[src/rtl/uopx_pkg.sv]
package uopx_pkg;
  typedef enum logic [3:0] {
    OP_PLAIN = 4'd0,
    OP_LDM   = 4'd1,
    OP_STM   = 4'd2,
    OP_LDPI  = 4'd3,
    OP_STRR  = 4'd4,
    OP_MOVD  = 4'd5,
    OP_MAC   = 4'd6,
    OP_DIV   = 4'd7,
    OP_MUL   = 4'd8
  } uop_op_e;

  localparam int OP_W = 4;
endpackage

[src/rtl/uopx_gen.sv]
module uopx_gen #(
  parameter int REG_W           = 5,
  parameter int MAX_WORDS       = 12,
  parameter int WORD_W          = 4,
  parameter int IDX_W           = 4,
  parameter int HOLD_W          = 6,
  parameter int DIV_CYCLES      = 36,
  parameter int SLOW_MUL_CYCLES = 16
) (
  input  logic [uopx_pkg::OP_W-1:0] op,
  input  logic [REG_W-1:0]          rt,
  input  logic [REG_W-1:0]          rs,
  input  logic [REG_W-1:0]          ra,
  input  logic [REG_W-1:0]          rb,
  input  logic [WORD_W-1:0]         words,
  input  logic                      base_upd,
  input  logic                      slow,
  input  logic [IDX_W-1:0]          idx,
  output logic [IDX_W-1:0]          total,
  output logic [REG_W-1:0]          dst,
  output logic [REG_W-1:0]          src_a,
  output logic [REG_W-1:0]          src_b,
  output logic                      wen,
  output logic [HOLD_W-1:0]         hold,
  output logic                      occ_issue,
  output logic                      occ_exec,
  output logic                      last
);
  import uopx_pkg::*;

  logic [IDX_W-1:0]  k;
  logic [HOLD_W-1:0] mul_hold;
  logic [REG_W-1:0]  lane_reg;

  // Clamp the word count into 1..MAX_WORDS
  always_comb begin
    if (words == '0)
      k = IDX_W'(1);
    else if (int'(words) > MAX_WORDS)
      k = IDX_W'(MAX_WORDS);
    else
      k = IDX_W'(words);
  end

  assign mul_hold = slow ? HOLD_W'(SLOW_MUL_CYCLES) : HOLD_W'(1);
  assign lane_reg = rt + REG_W'(idx);

  always_comb begin
    total     = IDX_W'(1);
    dst       = rt;
    src_a     = ra;
    src_b     = rb;
    wen       = 1'b1;
    hold      = HOLD_W'(1);
    occ_issue = 1'b1;
    occ_exec  = 1'b1;
    case (op)
      OP_LDM, OP_STM: begin
        total = k + IDX_W'(base_upd);
        if (idx < k) begin
          src_a     = rs;
          occ_issue = (idx != k - IDX_W'(1)) || (k == IDX_W'(1));
          occ_exec  = (idx != '0) || (k == IDX_W'(1));
          if (op == OP_LDM) begin
            dst   = lane_reg;
            src_b = '0;
            wen   = 1'b1;
          end else begin
            dst   = '0;
            src_b = lane_reg;
            wen   = 1'b0;
          end
        end else begin
          dst   = rs;
          src_a = rs;
          src_b = '0;
          wen   = 1'b1;
        end
      end
      OP_LDPI: begin
        total = IDX_W'(2);
        src_a = rs;
        src_b = '0;
        dst   = (idx == '0) ? rt : rs;
      end
      OP_STRR: begin
        total = IDX_W'(2);
        dst   = '0;
        wen   = 1'b0;
        src_a = rs;
        src_b = (idx == '0) ? ra : rt;
      end
      OP_MOVD: begin
        total = IDX_W'(2);
        dst   = {rt[REG_W-1:1], (idx != '0)};
        src_a = {ra[REG_W-1:1], (idx != '0)};
        src_b = '0;
      end
      OP_MAC: begin
        total = IDX_W'(2);
        if (idx == '0) begin
          wen  = 1'b0;
          hold = mul_hold;
        end else begin
          src_a = rt;
          src_b = '0;
        end
      end
      OP_DIV: begin
        total = IDX_W'(2);
        if (idx == '0) begin
          hold = HOLD_W'(DIV_CYCLES);
        end else begin
          dst   = rs;
          src_a = '0;
          src_b = '0;
        end
      end
      OP_MUL: begin
        hold = mul_hold;
      end
      default: ;
    endcase
  end

  assign last = (idx == total - IDX_W'(1));
endmodule

[src/rtl/uopx_seq.sv]
module uopx_seq #(
  parameter int IDX_W = 4
) (
  input  logic             clk,
  input  logic             rst,
  input  logic             accept,
  input  logic             fire,
  input  logic             last,
  input  logic [IDX_W-1:0] total,
  output logic             busy,
  output logic [IDX_W-1:0] idx
);
  always_ff @(posedge clk) begin
    if (rst) begin
      busy <= 1'b0;
      idx  <= '0;
    end else if (!busy) begin
      if (accept && total > IDX_W'(1)) begin
        busy <= 1'b1;
        idx  <= IDX_W'(1);
      end
    end else if (fire) begin
      if (last) begin
        busy <= 1'b0;
        idx  <= '0;
      end else begin
        idx <= idx + IDX_W'(1);
      end
    end
  end


  idx_in_range_chk: assert property (@(posedge clk) disable iff (rst)
    busy |-> (idx < total));


  busy_ends_on_last_chk: assert property (@(posedge clk) disable iff (rst)
    (busy && fire && last) |=> !busy);
endmodule

[src/rtl/uopx_capture.sv]
module uopx_capture #(
  parameter int W = 8
) (
  input  logic         clk,
  input  logic         rst,
  input  logic         load,
  input  logic [W-1:0] d,
  output logic [W-1:0] q
);
  always_ff @(posedge clk) begin
    if (rst)
      q <= '0;
    else if (load)
      q <= d;
  end
endmodule

[src/rtl/uop_expander.sv]
module uop_expander #(
  parameter int REG_W           = 5,
  parameter int MAX_WORDS       = 12,
  parameter int DIV_CYCLES      = 36,
  parameter int SLOW_MUL_CYCLES = 16,
  localparam int WORD_W         = $clog2(MAX_WORDS + 1),
  localparam int IDX_W          = $clog2(MAX_WORDS + 2),
  localparam int HOLD_W         = $clog2(((DIV_CYCLES > SLOW_MUL_CYCLES) ? DIV_CYCLES : SLOW_MUL_CYCLES) + 1)
) (
  input  logic                      clk,
  input  logic                      rst,
  input  logic                      cfg_slow_mul,
  input  logic                      in_valid,
  output logic                      in_ready,
  input  logic [uopx_pkg::OP_W-1:0] in_op,
  input  logic [REG_W-1:0]          in_rt,
  input  logic [REG_W-1:0]          in_rs,
  input  logic [REG_W-1:0]          in_ra,
  input  logic [REG_W-1:0]          in_rb,
  input  logic [WORD_W-1:0]         in_words,
  input  logic                      in_base_upd,
  output logic                      out_valid,
  input  logic                      out_ready,
  output logic [REG_W-1:0]          out_dst,
  output logic [REG_W-1:0]          out_src_a,
  output logic [REG_W-1:0]          out_src_b,
  output logic                      out_wen,
  output logic                      out_last,
  output logic [IDX_W-1:0]          out_seq,
  output logic [HOLD_W-1:0]         out_ex_hold,
  output logic                      out_occ_issue,
  output logic                      out_occ_exec
);
  localparam int INSTR_W = uopx_pkg::OP_W + 4 * REG_W + WORD_W + 2;

  logic               busy;
  logic [IDX_W-1:0]   idx;
  logic [IDX_W-1:0]   total;
  logic               accept;
  logic               fire;
  logic [INSTR_W-1:0] live_instr;
  logic [INSTR_W-1:0] held_instr;
  logic [INSTR_W-1:0] cur_instr;

  logic [uopx_pkg::OP_W-1:0] c_op;
  logic [REG_W-1:0]          c_rt, c_rs, c_ra, c_rb;
  logic [WORD_W-1:0]         c_words;
  logic                      c_upd, c_slow;

  assign live_instr = {in_op, in_rt, in_rs, in_ra, in_rb, in_words, in_base_upd, cfg_slow_mul};
  assign cur_instr  = busy ? held_instr : live_instr;
  assign {c_op, c_rt, c_rs, c_ra, c_rb, c_words, c_upd, c_slow} = cur_instr;

  assign out_valid = !rst && (busy || in_valid);
  assign in_ready  = !rst && !busy && out_ready;
  assign accept    = in_valid && in_ready;
  assign fire      = out_valid && out_ready;
  assign out_seq   = idx;

  uopx_capture #(.W(INSTR_W)) u_capture (
    .clk  (clk),
    .rst  (rst),
    .load (accept),
    .d    (live_instr),
    .q    (held_instr)
  );

  uopx_seq #(.IDX_W(IDX_W)) u_seq (
    .clk    (clk),
    .rst    (rst),
    .accept (accept),
    .fire   (fire),
    .last   (out_last),
    .total  (total),
    .busy   (busy),
    .idx    (idx)
  );

  uopx_gen #(
    .REG_W           (REG_W),
    .MAX_WORDS       (MAX_WORDS),
    .WORD_W          (WORD_W),
    .IDX_W           (IDX_W),
    .HOLD_W          (HOLD_W),
    .DIV_CYCLES      (DIV_CYCLES),
    .SLOW_MUL_CYCLES (SLOW_MUL_CYCLES)
  ) u_gen (
    .op        (c_op),
    .rt        (c_rt),
    .rs        (c_rs),
    .ra        (c_ra),
    .rb        (c_rb),
    .words     (c_words),
    .base_upd  (c_upd),
    .slow      (c_slow),
    .idx       (idx),
    .total     (total),
    .dst       (out_dst),
    .src_a     (out_src_a),
    .src_b     (out_src_b),
    .wen       (out_wen),
    .hold      (out_ex_hold),
    .occ_issue (out_occ_issue),
    .occ_exec  (out_occ_exec),
    .last      (out_last)
  );


  seq_step_chk: assert property (@(posedge clk) disable iff (rst)
    (fire && !out_last) |=> (out_valid && out_seq == $past(out_seq) + IDX_W'(1)));


  decode_held_chk: assert property (@(posedge clk) disable iff (rst)
    (fire && !out_last) |=> !in_ready);


  stall_stable_chk: assert property (@(posedge clk) disable iff (rst)
    (out_valid && !out_ready && out_seq != '0) |=>
      (out_valid && $stable(out_seq) && $stable(out_dst) && $stable(out_src_a)
       && $stable(out_src_b) && $stable(out_wen) && $stable(out_ex_hold)));


  reset_clears_chk: assert property (@(posedge clk)
    rst |=> (out_seq == '0));


  occupancy_nonempty_chk: assert property (@(posedge clk) disable iff (rst)
    out_valid |-> (out_occ_issue || out_occ_exec));
endmodule

[config.mk]
export PLATFORM = sky130hd
export DESIGN_NAME = uop_expander
export DESIGN_NICKNAME = d
export VERILOG_FILES = /design/src/rtl/uopx_pkg.sv /design/src/rtl/uopx_gen.sv /design/src/rtl/uopx_seq.sv /design/src/rtl/uopx_capture.sv /design/src/rtl/uop_expander.sv
export SDC_FILE = /design/constraint.sdc
export NUM_CORES = 1
export LEC_CHECK = 0
export ABC_AREA = 1
export BUFFER_PORTS_ARGS = -buffer_cell sky130_fd_sc_hd__buf_2
export CAP_MARGIN = 20
export CELL_PAD_IN_SITES_DETAIL_PLACEMENT = 1
export CELL_PAD_IN_SITES_GLOBAL_PLACEMENT = 1
export CORE_MARGIN = 5
export CORE_UTILIZATION = 39
export CTS_BUF_LIST = sky130_fd_sc_hd__clkbuf_8
export DETAILED_ROUTE_END_ITERATION = 10
export GPL_TIMING_DRIVEN = 0
export PLACE_DENSITY_LB_ADDON = 0.1
export SETUP_SLACK_MARGIN = 0.1
export SLEW_MARGIN = 40
export SYNTH_ARGS = -nofsm -noshare
export SYNTH_HDL_FRONTEND = slang
export SYNTH_SLANG_ARGS = --single-unit
[constraint.sdc]
create_clock -name clk -period 4.45 [get_ports clk]
set_input_delay 0.6675 -clock clk [delete_from_list [all_inputs] [get_ports clk]]
set_output_delay 0.6675 -clock clk [all_outputs]
set_load 0.03 [all_outputs]
# == Yosys cells after proc, flatten, opt, wreduce, memory -nomap -nowiden ==
# Cells that the tools add are included.
# W data, S select, Z words.
# classes
n_reduce_logical,22
n_eq_ne,12
n_addsub,5
n_lt_le_gt_ge,3
muxes,35
# op_table
op,n
$pmux W5 S4,3
$mux W5,9
$mux W30,1
$mux W4,6
$pmux W6 S3,1
$eq A4 B3 Y1 const B,4
$mux W6,2
$mux W1,11
$eq A4 B1 Y1 const B,2
$eq A4 B2 Y1 const B,2
$logic_not A4 Y1,2
$pmux W4 S2,1
$reduce_or A2 Y1,4
$sub A4 B1 Y4 const B,2
$logic_and A1 B1 Y1,6
$add A5 B4 Y5,1
$reduce_or A5 Y1,1
$add A4 B1 Y4,1
$add A4 B1 Y4 const B,1
$eq A4 B4 Y1,1
$eq A4 B4 Y1 const B,1
$gt A4 B1 Y1 const B,1
$gt A4 B4 Y1 const B,1
$lt A4 B4 Y1,1
9 further kinds,12
# word_totals
inputBits,34
reg_bits,35

# == Longest topological paths before layout ==
# Gate-level depths: netlist (run 1).
# logic_depth
word_depth,11
ltp_mapped,24
mapped_depth_nobuf,22

# == Modules after synthesis ==
# Synthesis (run 1) repeated with hierarchy kept, for this count alone.
# hier_totals
cells_unflattened,574
area_unflattened_um2,3234.4
# modules_own_cells
module,cells_each,area_per_inst_um2,instances
uopx_capture,191,1308.8,1
uopx_gen,238,1244.9,1
uop_expander,106,407.9,1
uopx_seq,39,272.8,1

# == Least setup slack after synthesis (run 1) ==
# Ideal clock, no wire load.
# synth_path
kind,in2out
from,in in_words[2]
to,out out_last
arrival_time_ns,2.907
path_buffers,0
stages,21
setup_slack_ns,0.875
required_ns,3.783
cell_sequence,inv_1 nand2_1 nand2_2 nand2_1 inv_1 nand2_1 o21a_1 inv_1 ha_1 ha_1 nand3_1 nand2_1 inv_1 ha_1 xnor2_1 inv_1 nand2_1 nand3_1 nor2_1 nand3_2 inv_1
# synth_via
elab_chain_cells,8
word_cells_on_any_way,9
cone_classes,2 x add/sub; 1 x order compare; 1 x eq/ne; 4 x mux; 1 x reduce/logical
# synth_lines
element,line_no,text
start: declaration,uop_expander.sv:20,"input logic [WORD_W-1:0] in_words,"
$mux W30 (*),uop_expander.sv:51,assign cur_instr = busy ? held_instr : live_instr;
$gt A4 B4 Y1,uopx_gen.sv:39,else if (int'(words) > MAX_WORDS)
$mux W4,uopx_gen.sv:39,
$mux W4 (*),uopx_gen.sv:37,if (words == '0)
$add A4 B1 Y4 (*),uopx_gen.sv:59,total = k + IDX_W'(base_upd);
$pmux W4 S2 (*),uopx_gen.sv:57,case (op)
$sub A4 B1 Y4 (*),uopx_gen.sv:126,assign last = (idx == total - IDX_W'(1));
$eq A4 B4 Y1 (*),uopx_gen.sv:126,
end: declaration,uop_expander.sv:28,"output logic out_last,"
# Every way passes the cells marked *; elsewhere a longest branch is shown, timed or not.

# == Final worst setup path (run 1) ==
# layout_path
from,reg u_seq.busy
to,out out_last
# layout_via
elab_chain_cells,8
word_cells_on_any_way,18
cone_classes,2 x add/sub; 1 x order compare; 8 x eq/ne; 4 x mux; 3 x reduce/logical
# layout_lines
element,line_no,text
start: declaration,uopx_seq.sv:10,"output logic busy,"
start signal: assignment,uopx_seq.sv:15,busy <= 1'b0;
start signal: assignment,uopx_seq.sv:19,busy <= 1'b1;
start signal: assignment,uopx_seq.sv:24,busy <= 1'b0;
$mux W30 (*),uop_expander.sv:51,
$gt A4 B4 Y1,uopx_gen.sv:39,
$mux W4,uopx_gen.sv:39,
$mux W4,uopx_gen.sv:37,
$add A4 B1 Y4,uopx_gen.sv:59,
$pmux W4 S2 (*),uopx_gen.sv:57,
$sub A4 B1 Y4 (*),uopx_gen.sv:126,
$eq A4 B4 Y1 (*),uopx_gen.sv:126,
# Marked as above.

==> results.ini, run 1 <==
[status]
outcome = finished, final reports clean

[placement]
dp.cells = 658
placed_area_sq_mm = 0.00352
io_buffers = 62
dp_hpwl_um = 8670
gp_congestion = 0.872

[min_path]
min-delay-start = u_capture.q[1]
hold_path_class = flop to flop
hold_end = u_capture.q[1]
hold_depth = 2

[finish]
instances_no_fill = 671
antenna_cells = 0
final_common_cell = nand2_1
fin_area_sq_mm = 0.00371
seq_area_sq_um = 701
syn_to_final_growth_pct = 20.8
final_cell_mix = nand2_1 (133), inv_1 (64), buf_2 (62)
drive_gt1_frac = 0.206
multi_input_area_sq_mm = 0.00203
fin_nets = 619
fill_cells = 1095

[sta]
whs_ns = 0.459
grt_setup_unrepaired = no
fmax_mhz = 247
max_slew_margin = 0.575
hold_viol_final = 0
fin_setup_tns_ns = 0
drv_slew = 0
setup-violations-final = 0
skew_ns = 0.00752
min_period_ns = 4.04
period_share = 0.908
worstMarginPinSlew_ns = 0.632

[power]
p_leak_uw = 0.00178
seqPwrFrac = 0.301
p_total_uw = 1110
p_sw_frac = 0.417
comb_power_share = 0.422
p_clk_frac = 0.276
p_int_uw = 648
p_per_area_mw_per_mm2 = 299
irDropWorstVdd_uv = 125
p_switching_uw = 463

[die]
die_x_um = 98.8
die_h_um = 98.8
io_pins = 65
rows = 32
dieArea_sq_mm = 0.00976
start_util = 0.400
core_sq_mm = 0.00769

[clock_network]
numCtsBuffers = 5
hold_buffers = 0
cts.clk_slew.worst_paths_ns = 0.08
cts-root-buf = clkbuf_8
cts_tree = built
clock_path_buffers = 2
worst_skew_pair.late_latency_ns = 0.30
clock_sinks = 35
cts-htree-levels = 2

[global_route]
grt_pass1_wl_um = 17800
grt_max_degree = 13
gr-total-overflow = 0
antenna_found_initial = 0
grt_usage = 0.223
grt_pass1_vias = 3578

[yosys]
yosys_register_bits = 35
synthesis.instances = 493
synth_warnings = 0
synth_area_sq_mm = 0.00308
synth_cell_type_count = 39
ys_seq_area_frac = 0.228
synth_area_per_cell_sq_um = 6.24

[worst_setup_path]
cpMostUsedCell = nand2_1
start_kind = flop
reg2reg_slack_ns = 1.22
arrival_ns = 3.38
cp.buffers_inverters = 8
r2r-start = u_seq.busy
path_delay_family = simple AND/OR/NAND/NOR gates
critPathKind = flop to output port
cp_max_fo = 10
reg2reg_depth = 23
crit_chain = buf_6, inv_4, buf_8, nand2_1, nand2_2, nand2_1, inv_1, nand2_1, o21a_1, inv_2, ha_2, ha_1, nand3_2, nand2_1, inv_1, ha_1, xnor2_1, nand3_1, nor2_2, nand3_2, inv_1, clkbuf_4
slowest_stage = dfxtp_1
critPathMaxStageDelay_ns = 0.34
timing.rr.end = u_seq.idx[0]
cp-end-kind = output port
cp.required_ns = 3.78

[routing]
num_vias = 3494
ant_nets = 0
avgRoutedWirePerCell_um = 16.2
drtIter0Drc = 128
drt_pass1_iterations = 4
drc = 0
wl_um = 10800
via_per_inst = 5.21

[job]
drv_cap = 0

==> worst max-delay path by stage <==
stage          endpoint  cells past startpoint        start  slack (ns)
2_1_floorplan  out_last                     21  in_words[2]        0.88
3_3_place_gp   out_last                     23   u_seq.busy        0.44
3_5_place_dp   out_last                     24   u_seq.busy        0.34
4_1_cts        out_last                     24   u_seq.busy        0.12
5_1_grt        out_last                     24   u_seq.busy        0.09
6_report       out_last                     22   u_seq.busy        0.41
==> worst register-to-register path, delay by kind of cell (launching register included) <==
kind	cells	cell delay, ns
AO/OA/AOI/OAI	2	0.21
XOR/XNOR	1	0.16
adder cells (fa/ha/maj)	3	0.75
buffers and inverters	7	0.65
flip-flops	1	0.34
AND/OR/NAND/NOR	10	0.99
==> power groups by stage <==
| stage | Combinational [uW] | Clock [uW] | Sequential (uW) |
|---|---|---|---|
| floorplan | 319 | 0 | 341 |
| global placement | 439 | 0 | 341 |
| detailed placement | 450 | 0 | 342 |
| CTS | 453 | 313 | 335 |
| global route | 518 | 326 | 336 |
| finish | 469 | 307 | 335 |
==> final cells by class <==
type,instances,area share
repair buffers,67,0.0943
clock inverters,3,0.0118
well taps,102,0.0344
inverters,67,0.0684
flip-flops and latches,35,0.189
plain buffers,21,0.0381
multi-input cells,371,0.546
clock buffers,5,0.0185
==> cells in the mapped netlist, drive strengths merged <==
| library cell | instances | share of area |
|---|---|---|
| a31oi | 3 | 0.0061 |
| a221oi | 1 | 0.0028 |
| o21ai | 57 | 0.094 |
| inv | 66 | 0.081 |
| o21a | 1 | 0.0024 |
| o221ai | 10 | 0.028 |
| o21bai | 1 | 0.0024 |
| nor2 | 34 | 0.049 |
| nand2 | 151 | 0.21 |
| conb | 1 | 0.0012 |
| a21oi | 45 | 0.074 |
| ha | 16 | 0.065 |
| nand3 | 22 | 0.039 |
| clkbuf | 11 | 0.013 |
| a22oi | 3 | 0.0073 |
| xnor2 | 5 | 0.014 |
| o211ai | 3 | 0.0089 |
| dfxtp | 35 | 0.23 |
| buf | 10 | 0.025 |
| clkinv | 1 | 0.0012 |
| nand4 | 5 | 0.010 |
| fa | 1 | 0.0065 |
| o2111ai | 1 | 0.0028 |
| nor3 | 5 | 0.0081 |
| xor2 | 5 | 0.014 |
==> cells by family (layout without fill, tap and decap cells) <==
| group | Yosys count | after routing | share of synthesized area |
|---|---|---|---|
| AO/OA/AOI/OAI | 125 | 125 | 0.230 |
| XOR/XNOR | 10 | 10 | 0.0285 |
| adder cells (fa/ha/maj) | 17 | 17 | 0.0716 |
| buffers and inverters | 88 | 163 | 0.121 |
| flip-flops | 35 | 35 | 0.228 |
| other | 1 | 2 | 0.00122 |
| AND/OR/NAND/NOR | 217 | 217 | 0.320 |
==> flip-flops by register name, indices dropped and copies added, names as in the netlist <==
| signal | flops |
|---|---|
| u_seq.idx | 4 |
| u_seq.busy | 1 |
| u_capture.q | 30 |
==> layer usage <==
layer  vias to the layer above  track usage  routed length [um]  share of wire
met5                         -            0                   0              0
met4                         0       0.0452                 172          0.016
met3                        11       0.0326                 530          0.049
met2                        87        0.385                5210           0.48
met1                      1638        0.296                4930           0.45
li1                       1758            -                   -              -
==> what timing repair did <==
item,in CTS,in global routing
resized for setup,2,13
hold endpoints to repair,0,0
pin swaps,0,0
gates cloned,0,0
buffers inserted,0,5
setup endpoints to repair,1,4
==> through the flow <==
stage | setup slack [ns] | utilization
6_report | 0.407 | 0.483
5_1_grt | 0.0945 | 0.483
4_1_cts | 0.116 | 0.473
3_5_place_dp | 0.337 | 0.458
3_3_place_gp | 0.439 | 0.458
2_1_floorplan | 0.875 | -
Power figures use the tool's default switching activity.
==> run 2: changes to the inputs <==
--- a/config.mk
+++ b/config.mk
@@ -11,7 +11,7 @@
 export CELL_PAD_IN_SITES_DETAIL_PLACEMENT = 1
 export CELL_PAD_IN_SITES_GLOBAL_PLACEMENT = 1
 export CORE_MARGIN = 5
-export CORE_UTILIZATION = 39
+export CORE_UTILIZATION = 35
 export CTS_BUF_LIST = sky130_fd_sc_hd__clkbuf_8
 export DETAILED_ROUTE_END_ITERATION = 10
 export GPL_TIMING_DRIVEN = 0
==> constraint.sdc (replaced) <==
create_clock -name clk -period 3.4 [get_ports clk]
set_input_delay 0.51 -clock clk [delete_from_list [all_inputs] [get_ports clk]]
set_output_delay 0.51 -clock clk [all_outputs]
set_load 0.03 [all_outputs]
==> results.ini, run 2 (synthesis gave the netlist of run 1 again) <==
[die]
core_sq_mm = 0.00864  ; +12%
start_util = 0.356  ; -0.0439
dieArea_sq_mm = 0.0108  ; +10%
io_pins = 65  ; unchanged
die_h_um = 104  ; +5.0%
die_x_um = 104  ; +5.0%
rows = 34  ; +6.3%

[finish]
largest-register = u_capture.q
top_regs = u_capture.q: 30 flops, u_seq.idx: 4 flops, u_seq.busy: 1 flops
fin_nets = 645  ; +4.2%
multi_input_area_sq_mm = 0.00246  ; +21%
syn_to_final_growth_pct = 45.8
instances_no_fill = 703  ; +4.8%
final_common_cell = nand2_1
final_cell_mix = nand2_1 (120), inv_1 (57), buf_2 (49)
seq_area_sq_um = 704  ; +0.54%
fin_area_sq_mm = 0.00448  ; +21%
drive_gt1_frac = 0.355  ; +0.149
largest_reg_flops = 30  ; unchanged
fill_cells = 1138  ; +3.9%
antenna_cells = 0  ; unchanged

[sta]
fin_setup_tns_ns = -1.12  ; -1.12 ns
fmax_mhz = 274
period_share = 1.07
drv_slew = 0  ; unchanged
hold_viol_final = 0  ; unchanged
grt_setup_unrepaired = yes
min_period_ns = 3.65
worstMarginPinSlew_ns = 0.755  ; +0.123 ns
final.setup.worst_slack_ns = -0.248  ; -0.656 ns
setup-violations-final = 9  ; +9
skew_ns = 0.00501  ; -0.00251 ns
max_slew_margin = 0.493  ; -0.0824

[power]
p_int_uw = 990  ; +53%
comb_power_share = 0.509  ; +0.087
p_sw_frac = 0.425  ; +0.00858
p_leak_uw = 0.00201  ; +13%
p_switching_uw = 733  ; +58%
p_per_area_mw_per_mm2 = 384  ; +29%
irDropWorstVdd_uv = 174  ; +39%
p_clk_frac = 0.237  ; -0.039
seqPwrFrac = 0.255  ; -0.046

[status]
violations = negative setup slack
outcome = finished, violations left

[routing]
num_vias = 3790  ; +8.5%
wl_um = 13200  ; +21%
avgRoutedWirePerCell_um = 18.7  ; +16%
drc = 0  ; unchanged
ant_nets = 0  ; unchanged
via_per_inst = 5.39  ; +3.5%
drt_pass1_iterations = 5  ; +1
drtIter0Drc = 118  ; -7.8%

[worst_setup_path]
critPathKind = flop to output port
slowest_stage = dfxtp_2
r2r-start = u_seq.busy
arrival_ns = 3.14  ; -0.24 ns
start_kind = flop
critPathMaxStageDelay_ns = 0.33  ; about the same
cp-end-kind = output port
cp_max_fo = 7  ; -3
cpMostUsedCell = ha_4
path_delay_family = buffers and inverters
cp.required_ns = 2.89  ; -0.89 ns
startpoint = u_seq.busy
crit_chain = buf_6, buf_12, buf_8, nand2_4, o21ai_4, inv_2, nor2_2, nand2_1, o21a_1, inv_2, ha_4, ha_4, nand3_4, nand2_4, inv_4, ha_4, xnor2_2, inv_1, nand2_1, nand3_2, nor2_4, nand3_2, inv_4, buf_6
cp.buffers_inverters = 9  ; +1

[global_route]
antenna_found_initial = 0  ; unchanged
grt_pass1_vias = 3809  ; +6.5%
gr-total-overflow = 0  ; unchanged
grt_usage = 0.220  ; -0.00273
grt_max_degree = 13  ; unchanged
grt_pass1_wl_um = 19600  ; +9.9%

[clock_network]
hold_buffers = 0  ; unchanged
cts-root-buf = clkbuf_8
cts_tree = built
clock_path_buffers = 2  ; unchanged
numCtsBuffers = 5  ; unchanged
cts-htree-levels = 2  ; unchanged
worst_skew_pair.late_latency_ns = 0.31  ; about the same
cts.clk_slew.worst_paths_ns = 0.09  ; about the same
clock_sinks = 35  ; unchanged

[placement]
io_buffers = 62  ; unchanged
placed_area_sq_mm = 0.00353  ; +0.50%
dp_hpwl_um = 8910  ; +2.7%
gp_congestion = 0.866  ; -0.69%
dp.cells = 664  ; +0.91%

[job]
drv_cap = 0  ; unchanged

[min_path]
min-delay-start = rst
hold_path_class = input pin to flop

-- run 2: changes by cell type in the layout (fill, tap and decap cells not counted), moves of 7 or more --
cell and delta:
o21ai_0 -8, nand2_1 -13, buf_6 +16, a21oi_1 -7, ha_4 +7, inv_1 -7, a21oi_2 +7, buf_4 +23
buf_2 -13
-- run 2: layout make-up --
cell class	instances	area share
well taps	108	0.0301
plain buffers	21	0.0335
multi-input cells	371	0.549
inverters	67	0.0611
repair buffers	93	0.144
clock buffers	5	0.0153
clock inverters	3	0.00977
flip-flops and latches	35	0.157
-- run 2: power groups by stage --
stage	clock network, uW	logic (uW)	registers [uW]
after floorplan	0	423	446
after global placement	0	584	446
after detailed placement	0	598	447
after CTS	412	746	438
after global routing	434	933	441
final	408	876	439
-- run 2: worst paths after layout --
check	end	slack (ns)	cells past startpoint
min reg2reg	u_capture.q[23]	0.45	2
min	u_seq.idx[1]	0.44	2
max	out_last	-0.25	24
max reg2reg	u_seq.busy	-0.05	28
-- run 2: layer usage --
layer	wire length [um]	global-route usage	share of wire
met1	5800	0.275	0.44
met2	6510	0.386	0.49
met3	537	0.0367	0.041
met4	308	0.0675	0.023
met5	0	0	0
-- run 2: timing repair --
item                                    CTS  global route
endpoints found under the setup margin   19            20
resized for setup                        87            68
endpoints found under the hold margin     0             0
setup buffers                            26             5
pin swaps                                18            16
-- run 2: stage by stage --
step	util	setup slack, ns	hold slack [ns]	total power (uW)
6_report	0.519	-0.248	0.437	1720
5_1_grt	0.519	-0.417	0.440	1810
4_1_cts	0.483	-0.195	0.433	1600
3_5_place_dp	0.409	-0.447	0.445	1040
3_3_place_gp	0.409	-0.384	0.436	1030
2_1_floorplan	-	0.116	0.425	869
-- run 2: worst reg2reg max path: cells and delay by family, from the launching register on --
| kind | cells | cell delay [ns] |
|---|---|---|
| DFF | 1 | 0.33 |
| AOI/OAI and AO/OA | 3 | 0.40 |
| xor gates and xnor gates | 1 | 0.15 |
| and+or+nand+nor | 10 | 0.74 |
| buffers and inverters | 11 | 1.18 |
| adders and majority gates | 3 | 0.60 |
==> run 3: changes to the inputs <==
--- a/config.mk
+++ b/config.mk
@@ -11,7 +11,7 @@
 export CELL_PAD_IN_SITES_DETAIL_PLACEMENT = 1
 export CELL_PAD_IN_SITES_GLOBAL_PLACEMENT = 1
 export CORE_MARGIN = 5
-export CORE_UTILIZATION = 35
+export CORE_UTILIZATION = 26
 export CTS_BUF_LIST = sky130_fd_sc_hd__clkbuf_8
 export DETAILED_ROUTE_END_ITERATION = 10
 export GPL_TIMING_DRIVEN = 0
==> results.ini, run 3 (synthesis gave the netlist of run 1 again) <==
[status]
outcome = finished, violations left
violations = negative setup slack

[sta]
max_slew_margin = 0.465  ; -0.0279
drv_slew = 0  ; unchanged
grt_setup_unrepaired = yes
hold_viol_final = 0  ; unchanged
fmax_mhz = 280  ; +2.1%
fin_setup_tns_ns = -0.809  ; +0.313 ns
setup-violations-final = 9  ; unchanged
final.setup.worst_slack_ns = -0.174  ; +0.0749 ns
worstMarginPinSlew_ns = 0.799  ; +0.0439 ns
min_period_ns = 3.57  ; -0.0749 ns
period_share = 1.05  ; -0.0220
skew_ns = 0.00518  ; +0.000174 ns

[die]
start_util = 0.267  ; -0.0891
die_x_um = 119  ; +14%
rows = 39  ; +15%
die_h_um = 119  ; +14%
core_sq_mm = 0.0115  ; +33%
dieArea_sq_mm = 0.0141  ; +31%
io_pins = 65  ; unchanged

[worst_setup_path]
critPathKind = flop to output port
cpMostUsedCell = ha_4
timing.rr.end = u_seq.idx[3]
r2r-start = u_seq.busy
critPathMaxStageDelay_ns = 0.33  ; about the same
reg2reg_depth = 24  ; -14%
arrival_ns = 3.06  ; -0.08 ns
start_kind = flop
slowest_stage = dfxtp_2
cp_max_fo = 6  ; -1
cp.required_ns = 2.89  ; about the same
cp.buffers_inverters = 8  ; -1
path_delay_family = simple AND/OR/NAND/NOR gates
crit_chain = buf_6, buf_12, buf_12, nand2_4, o21ai_4, inv_2, nor2_2, nand2_1, o21a_1, inv_2, ha_4, ha_4, nand3_4, nand2_4, inv_4, ha_4, xnor2_2, nand4_1, nand3_2, nor2_4, nand3_4, inv_4, buf_6
reg2reg_slack_ns = 0.42  ; +0.47 ns
cp-end-kind = output port

[routing]
ant_nets = 0  ; unchanged
num_vias = 3630  ; -4.2%
via_per_inst = 4.91  ; -9.0%
drtIter0Drc = 164  ; +39%
avgRoutedWirePerCell_um = 17.2  ; -8.3%
drt_pass1_iterations = 4  ; -1
wl_um = 12700  ; -3.5%
drc = 0  ; unchanged

[global_route]
grt_pass1_vias = 3796  ; -0.34%
gr-total-overflow = 0  ; unchanged
grt_pass1_wl_um = 20300  ; +3.7%
grt_usage = 0.182  ; -0.0389
grt_max_degree = 14  ; +1
antenna_found_initial = 0  ; unchanged

[min_path]
hold_depth = 2  ; unchanged
min-delay-start = rst
hold_path_class = input pin to flop
hold_end = u_seq.idx[1]

[placement]
gp_congestion = 0.836  ; -3.4%
dp_hpwl_um = 9550  ; +7.2%
io_buffers = 62  ; unchanged
placed_area_sq_mm = 0.00358  ; +1.2%
dp.cells = 699  ; +5.3%
place_ws_ns = -0.557  ; -0.110 ns

[finish]
syn_to_final_growth_pct = 45.3
final_cell_mix = nand2_1 (120), inv_1 (58), buf_2 (49)
final_common_cell = nand2_1
largest-register = u_capture.q
instances_no_fill = 740  ; +5.3%
largest_reg_flops = 30  ; unchanged
fin_nets = 647  ; +0.31%
utilization = 0.388  ; -0.131
top_regs = u_capture.q: 30 flops, u_seq.idx: 4 flops, u_seq.busy: 1 flops
antenna_cells = 0  ; unchanged
fin_area_sq_mm = 0.00447  ; -0.36%
drive_gt1_frac = 0.335  ; -0.0196

[job]
drv_cap = 0  ; unchanged

[clock_network]
clock_sinks = 35  ; unchanged
clock_path_buffers = 2  ; unchanged
cts-htree-levels = 2  ; unchanged
worst_skew_pair.late_latency_ns = 0.31  ; about the same
cts_tree = built
cts.clk_slew.worst_paths_ns = 0.09  ; about the same
cts-root-buf = clkbuf_8
numCtsBuffers = 5  ; unchanged

[power]
p_leak_uw = 0.00199  ; -0.88%
p_per_area_mw_per_mm2 = 359  ; -6.5%
irDropWorstVdd_uv = 131  ; -25%

==> run 3: layout make-up <==
| class | instances | area [sq um] |
|---|---|---|
| clock inverter | 3 | 23.8 |
| sequential | 35 | 703 |
| clock buffer | 5 | 68.8 |
| multi-input combinational | 371 | 2420 |
| tap | 143 | 179 |
| buffer | 21 | 155 |
| timing repair buffer | 95 | 649 |
| inverter | 67 | 267 |
| fill | 1498 | 7050 |
==> run 3: what timing repair did <==
item,CTS,global route
resized for setup,99,37
pin swaps,19,13
buffers inserted,23,10
endpoints found under the setup margin,19,14
hold buffers,0,0
==> run 3: per-stage QoR <==
step	power, uW	hold slack, ns
2_1_floorplan	869	0.425
3_3_place_gp	1040	0.438
3_5_place_dp	1050	0.450
4_1_cts	1560	0.419
5_1_grt	1710	0.420
6_report	1610	0.425
==> run 3: power by group <==
group          internal [uW]  switching, uW
registers                429           7.99
logic                    317            506
clock network            147            198
total                    893            712
==> run 3: layer usage <==
layer / routed length, um / global-route usage / share of wire
met4: 112 / 0.0362 / 0.0088
met2: 6350 / 0.320 / 0.50
met1: 5760 / 0.232 / 0.45
met5: 0 / 0 / 0
met3: 486 / 0.0334 / 0.038
==> run 3: worst max-delay path by stage <==
stage | slack [ns] | end | from | cells after the start
after floorplan | 0.12 | out_last | u_seq.busy | 22
after global placement | -0.45 | out_last | u_seq.busy | 24
after detailed placement | -0.56 | out_last | u_seq.busy | 24
after CTS | -0.23 | out_last | u_seq.busy | 24
after global routing | -0.34 | out_last | u_seq.busy | 24
final | -0.17 | out_last | u_seq.busy | 23
